## src/rtl/sfw_pkg.sv

```systemverilog
package sfw_pkg;
    typedef enum logic [1:0] {
        ST_SYNC  = 2'd0,
        ST_SEED  = 2'd1,
        ST_TRACK = 2'd2
    } sfw_state_e;
endpackage

```

## src/rtl/sfw_hs_delay.sv

```systemverilog
module sfw_hs_delay #(
    parameter int DEPTH = 16
) (
    input  logic clk_i,
    input  logic rst_ni,
    input  logic sel_i,
    input  logic hs_i,
    output logic hs_o
);
    logic [DEPTH-1:0] tap_q;

    always_ff @(posedge clk_i or negedge rst_ni) begin
        if (!rst_ni) tap_q <= '0;
        else         tap_q <= {tap_q[DEPTH-2:0], hs_i};
    end

    assign hs_o = sel_i ? tap_q[DEPTH-1] : hs_i;
endmodule

```

## src/rtl/sfw_period_meter.sv

```systemverilog
module sfw_period_meter #(
    parameter int HW = 12,
    parameter int VW = 11
) (
    input  logic          clk_i,
    input  logic          rst_ni,
    input  logic          hs_i,
    input  logic          vs_i,
    output logic [HW-1:0] meas_h_o,
    output logic [VW-1:0] meas_v_o,
    output logic          vld_o
);
    localparam logic [HW-1:0] HMAX = {HW{1'b1}};
    localparam logic [VW-1:0] VMAX = {VW{1'b1}};

    logic          hs_q, vs_q;
    logic [HW-1:0] h_cnt, h_per;
    logic [VW-1:0] v_cnt;
    logic          hs_rise, vs_rise;

    assign hs_rise = hs_i & ~hs_q;
    assign vs_rise = vs_i & ~vs_q;

    always_ff @(posedge clk_i or negedge rst_ni) begin
        if (!rst_ni) begin
            hs_q     <= 1'b0;
            vs_q     <= 1'b0;
            h_cnt    <= '0;
            h_per    <= '0;
            v_cnt    <= '0;
            meas_h_o <= '0;
            meas_v_o <= '0;
            vld_o    <= 1'b0;
        end else begin
            hs_q  <= hs_i;
            vs_q  <= vs_i;
            vld_o <= vs_rise;
            if (hs_rise) begin
                h_per <= h_cnt;
                h_cnt <= {{(HW-1){1'b0}}, 1'b1};
            end else if (h_cnt != HMAX) begin
                h_cnt <= h_cnt + 1'b1;
            end
            if (vs_rise) begin
                meas_h_o <= hs_rise ? h_cnt : h_per;
                meas_v_o <= v_cnt;
                v_cnt    <= hs_rise ? {{(VW-1){1'b0}}, 1'b1} : '0;
            end else if (hs_rise && v_cnt != VMAX) begin
                v_cnt <= v_cnt + 1'b1;
            end
        end
    end


    hcnt_restart_chk: assert property (@(posedge clk_i) disable iff (!rst_ni)
        hs_rise |=> (h_cnt == {{(HW-1){1'b0}}, 1'b1}));

    vcnt_restart_chk: assert property (@(posedge clk_i) disable iff (!rst_ni)
        vs_rise |=> (v_cnt <= {{(VW-1){1'b0}}, 1'b1}));
endmodule

```

## src/rtl/sfw_ref_fsm.sv

```systemverilog
module sfw_ref_fsm
    import sfw_pkg::*;
#(
    parameter int HW = 12,
    parameter int VW = 11
) (
    input  logic          clk_i,
    input  logic          rst_ni,
    input  logic          vld_i,
    input  logic [HW-1:0] meas_h_i,
    input  logic [VW-1:0] meas_v_i,
    input  logic [HW-1:0] h_thr_i,
    input  logic [VW-1:0] v_thr_i,
    input  logic          clr_i,
    input  logic          irq_en_i,
    output logic [HW-1:0] ref_h_o,
    output logic [VW-1:0] ref_v_o,
    output logic          status_o,
    output logic          irq_o
);
    sfw_state_e    st_q, st_d;
    logic [HW-1:0] dh;
    logic [VW-1:0] dv;
    logic          moved, take_ref, flag_set;

    assign dh = (meas_h_i >= ref_h_o) ? meas_h_i - ref_h_o : ref_h_o - meas_h_i;
    assign dv = (meas_v_i >= ref_v_o) ? meas_v_i - ref_v_o : ref_v_o - meas_v_i;
    assign moved = (dh > h_thr_i) || (dv > v_thr_i);

    always_comb begin
        st_d     = st_q;
        take_ref = 1'b0;
        flag_set = 1'b0;
        unique case (st_q)
            ST_SYNC:  if (vld_i) st_d = ST_SEED;
            ST_SEED:  if (vld_i) begin st_d = ST_TRACK; take_ref = 1'b1; end
            ST_TRACK: if (vld_i) begin take_ref = 1'b1; flag_set = moved; end
            default:  st_d = ST_SYNC;
        endcase
    end

    always_ff @(posedge clk_i or negedge rst_ni) begin
        if (!rst_ni) st_q <= ST_SYNC;
        else         st_q <= st_d;
    end

    always_ff @(posedge clk_i or negedge rst_ni) begin
        if (!rst_ni) begin
            ref_h_o  <= '0;
            ref_v_o  <= '0;
            status_o <= 1'b0;
        end else begin
            if (take_ref) begin
                ref_h_o <= meas_h_i;
                ref_v_o <= meas_v_i;
            end
            status_o <= (status_o & ~clr_i) | flag_set;
        end
    end

    always_comb irq_o = status_o & irq_en_i;


    seed_quiet_chk: assert property (@(posedge clk_i) disable iff (!rst_ni)
        (st_q == ST_SEED && vld_i) |=> !status_o);

    sticky_chk: assert property (@(posedge clk_i) disable iff (!rst_ni)
        (status_o && !clr_i) |=> status_o);

    ref_follow_chk: assert property (@(posedge clk_i) disable iff (!rst_ni)
        (st_q == ST_TRACK && vld_i) |=> (ref_h_o == $past(meas_h_i) && ref_v_o == $past(meas_v_i)));

    flag_raise_chk: assert property (@(posedge clk_i) disable iff (!rst_ni)
        (st_q == ST_TRACK && vld_i && (dh > h_thr_i)) |=> status_o);
endmodule

```

## src/rtl/sync_fmt_watch.sv

```systemverilog
module sync_fmt_watch #(
    parameter int HCNT_W = 12,
    parameter int VCNT_W = 11,
    parameter int HS_DLY = 16
) (
    input  logic              clk_i,
    input  logic              rst_ni,
    input  logic              hsync_i,
    input  logic              vsync_i,
    input  logic              hs_dly_sel_i,
    input  logic [HCNT_W-1:0] h_thr_i,
    input  logic [VCNT_W-1:0] v_thr_i,
    input  logic              irq_en_i,
    input  logic              stat_clr_i,
    output logic [HCNT_W-1:0] h_meas_o,
    output logic [VCNT_W-1:0] v_meas_o,
    output logic              chg_stat_o,
    output logic              irq_o
);
    logic              hs_used;
    logic [HCNT_W-1:0] meas_h;
    logic [VCNT_W-1:0] meas_v;
    logic              meas_vld;

    sfw_hs_delay #(.DEPTH(HS_DLY)) u_dly (
        .clk_i(clk_i), .rst_ni(rst_ni), .sel_i(hs_dly_sel_i),
        .hs_i(hsync_i), .hs_o(hs_used)
    );

    sfw_period_meter #(.HW(HCNT_W), .VW(VCNT_W)) u_meter (
        .clk_i(clk_i), .rst_ni(rst_ni), .hs_i(hs_used), .vs_i(vsync_i),
        .meas_h_o(meas_h), .meas_v_o(meas_v), .vld_o(meas_vld)
    );

    sfw_ref_fsm #(.HW(HCNT_W), .VW(VCNT_W)) u_fsm (
        .clk_i(clk_i), .rst_ni(rst_ni), .vld_i(meas_vld),
        .meas_h_i(meas_h), .meas_v_i(meas_v),
        .h_thr_i(h_thr_i), .v_thr_i(v_thr_i),
        .clr_i(stat_clr_i), .irq_en_i(irq_en_i),
        .ref_h_o(h_meas_o), .ref_v_o(v_meas_o),
        .status_o(chg_stat_o), .irq_o(irq_o)
    );


    irq_gate_chk: assert property (@(posedge clk_i) disable iff (!rst_ni)
        !irq_en_i |-> !irq_o);
endmodule

```

## config.mk

```make
export PLATFORM = sky130hd
export DESIGN_NAME = sync_fmt_watch
export DESIGN_NICKNAME = d
export VERILOG_FILES = /design/src/rtl/sfw_pkg.sv /design/src/rtl/sfw_hs_delay.sv /design/src/rtl/sfw_period_meter.sv /design/src/rtl/sfw_ref_fsm.sv /design/src/rtl/sync_fmt_watch.sv
export SDC_FILE = /design/constraint.sdc
export NUM_CORES = 1
export LEC_CHECK = 0
export ABC_AREA = 1
export ABC_CLOCK_PERIOD_IN_PS = 2800
export BUFFER_PORTS_ARGS = -buffer_cell sky130_fd_sc_hd__buf_2
export CAP_MARGIN = 20
export CORE_ASPECT_RATIO = 0.5
export CORE_MARGIN = 3
export CORE_UTILIZATION = 35
export DETAILED_ROUTE_END_ITERATION = 16
export GPL_TIMING_DRIVEN = 0
export PLACE_DENSITY = 0.52
export SYNTH_ARGS = -nofsm -noshare
export SYNTH_HDL_FRONTEND = slang
export SYNTH_SLANG_ARGS = --single-unit
```

## constraint.sdc

```tcl
create_clock -name clk_i -period 2.8 [get_ports clk_i]
set_input_delay 0.14 -clock clk_i [delete_from_list [all_inputs] [get_ports clk_i]]
set_output_delay 0.14 -clock clk_i [all_outputs]
set_load 0.05 [all_outputs]
```

==> results.cfg <==
[final_layout]
layout_commonest_cell = nand2_1
antenna_cells = 0
final_cell_mix = nand2_1 (344), inv_1 (192), dfrtp_1 (84)
stdcell_area_um2 = 9090
nets = 1273
layout-drive-gt1-share_pct = 19.3
area_growth_pct = 21.3

[synthesis]
syn-num-nets = 1175
synth.area.mux_share_pct = 0
synth_cell_type_count = 40
syn-instance-count = 1069
synth_compound_area_share_pct = 8.60
synth_fa_ha_area_share_pct = 13.1
ys_seq_area_share_pct = 34.4
synthSimpleGateAreaFrac_pct = 29.6
ys_seq_elements = 103
yosysWarningCount = 0
synthesis.area_um2 = 7500
synth-xor-area-share_pct = 2.45
syn_area_per_cell_um2 = 7.01
synth_top_family_by_area = simple AND/OR/NAND/NOR gates

[floorplan]
io_pins = 55
initial_utilization_pct = 36.1
fp.dieH_um = 109
dieWidth_um = 213
dieArea_um2 = 23300
fp-row-count = 37
core_um2 = 20800

[place]
numPortBuffers = 54
gp_congestion = 0.931
place_hpwl_mm = 14.6
placed_area_um2 = 8180

[critical_path]
cp_num_buf_inv = 4
arrival_ns = 3.20
endpoint_kind = flip-flop
crit_required_ns = 3.04
critPathMaxFanout = 3
critical_path.max_stage_delay_ns = 0.40
crit_slowest_cell = dfrtp_1
startpoint_type = flip-flop
crit_chain = inv_2 > ha_4 > inv_4 > fa_2 > inv_2 > nor2_2 > nor2_4 > nand2_2 > nand2_4 > nand3_4 > buf_6 > nand2_2 > nand2_1 > nand2_1 > nand2_2 > ha_4 > nand2_2 > nor2_4 > and2_4 > nand4_1 > nand2_2 > nand2_1 > nand2_1 > nand2_1
worstSetupPathType = reg2reg
cp_top_family = simple AND/OR/NAND/NOR gates

[sta]
finalSetupViolCount = 1
fin_ws_ns = -0.159
fin_crit_sh_pct = 106
hold_ws_ns = 0.0230
max_slew_margin_pct = 52.6
drv_slew = 0
fin_skew_ns = 0.00789
tightest_slew_ns = 0.711
fmax_mhz = 338
period_minus_slack_ns = 2.96
hold_viol_final = 0
grt_setup_unrepaired = yes

[drt]
drtIter0Drc = 240
dr.pass1.iters = 7
detail_route.wl_per_cell_um = 12.9
num_vias = 6685
totalWireLength_mm = 18.7
drc_errors = 0
final_antenna_net_count = 0
routed_via_density = 4.63

[status]
status = finished with violations
failed_checks = negative setup slack

[grt]
grt_max_degree = 63
grt_pass1_vias = 6330
antenna_found_initial = 0
grt_use_total_pct = 16.3
overflow = 0
grt_pass1_wl_mm = 30.6

[clock_network]
cts_htree_levels = 3
clk_latency_ns = 0.34
clk_pin_slew_ns = 0.08
cts_buffers = 9
cts_tree = built
cts_root_buffer = clkbuf_16
cts.path.max_buffers = 2
clock_sink_count = 103

[min_path]
hp-class = in2reg

[run]
cap_violations = 0
-- flip-flops by register name (all words and copies together) (netlist names) --
register          cells
u_dly.tap_q          16
u_fsm.ref_h_o        12
u_fsm.ref_v_o        11
u_fsm.st_q            2
u_fsm.status_o        1
u_meter.h_cnt        12
u_meter.h_per        12
u_meter.hs_q          1
u_meter.meas_h_o     12
u_meter.meas_v_o     11
u_meter.v_cnt        11
u_meter.vld_o         1
u_meter.vs_q          1
-- stage by stage --
step                 TNS, ns  cells  utilization (%)  setup WS [ns]
floorplan           -0.00528   1069                -       -0.00528
global placement      -0.598   1396             39.2         -0.598
detailed placement    -0.632   1397             39.3         -0.632
CTS                   -0.322   1427             41.5         -0.322
global route          -0.437   1445             43.7         -0.437
finish                -0.159   1445             43.7         -0.159
-- per-layer routing --
layer	vias up	global-route usage, %	part of all wire (%)
met5	-	0	0
met4	0	2.37	0.61
met3	9	2.05	2.2
met2	69	28.3	47
li1	3485	-	-
met1	3122	22.5	50
-- tightest hold or removal path: stages --
cell and delay (ns):
buf_2 0.07, inv_1 0.03, nand2_1 0.05, nand2_1 0.04
-- layout make-up --
type,instances,area [um^2]
multi-input combinational,739,4340
tap,273,342
sequential,103,2600
timing repair buffer,87,572
fill,2136,11700
clock buffer,10,239
inverter,210,798
buffer,17,118
clock inverter,6,86.3
-- timing repair --
action,4_1_cts,5_1_grt
resized for setup,9,70
buffers inserted,10,17
hold buffers,4,0
setup endpoints to repair,1,1
pin swaps,12,24
gates cloned,0,1
hold endpoints to repair,44,0
-- path summary, 6_finish.rpt --
check / from / to / slack, ns / cells after the start
worst max register to register: u_meter.meas_h_o[0] / u_fsm.status_o / -0.16 / 24
worst min register to register: u_dly.tap_q[7] / u_dly.tap_q[8] / 0.35 / 0
min in group asynchronous: rst_ni / u_meter.v_cnt[7] / 0.34 / 2
worst max-delay path: u_meter.meas_h_o[0] / u_fsm.status_o / -0.16 / 24
max in group asynchronous: rst_ni / u_fsm.ref_h_o[6] / 1.75 / 3
worst min-delay path: stat_clr_i / u_fsm.status_o / 0.02 / 4
-- cells in the mapped netlist --
cell,count,area (um^2)
nand3_1,61,305
o31ai_1,1,7.51
inv_1,199,747
o21ai_2,3,26.3
nor4_1,1,6.26
fa_1,4,80.1
nor2_8,2,40.0
o21ai_0,70,350
a31oi_1,3,18.8
xor2_1,19,166
o211ai_1,1,7.51
a21oi_2,1,8.76
buf_6,1,11.3
buf_2,4,20.0
nand2_1,363,1360
clkinv_1,1,3.75
clkinv_4,1,8.76
nand2_4,3,33.8
a21oi_1,27,135
nor3_1,2,10.0
nand3_4,1,17.5
a21o_1,2,15.0
xnor2_1,2,17.5
buf_12,1,20.0
inv_2,9,33.8
dfrtp_1,103,2580
nand3b_1,2,15.0
nand4_1,10,62.6
and2_1,3,18.8
clkbuf_1,9,33.8
nand3_2,1,10.0
nor2_4,2,22.5
ha_1,72,901
o211a_1,1,10.0
o21bai_1,4,30.0
o21ai_1,7,35.0
nand2_2,14,87.6
buf_4,2,15.0
nor2_1,53,199
nor2_2,4,25.0
-- cell families (layout without fill, tap and decap cells) --
group,Yosys count,in the layout
AND/OR/NAND/NOR,522,522
buffers and inverters,227,330
AO/OA/AOI/OAI,120,120
flip-flops,103,103
adder cells (fa/ha/maj),76,76
XOR/XNOR,21,21
Power is not shown: default switching activity piles up to over one toggle a cycle in this logic, so the estimate is an artifact.
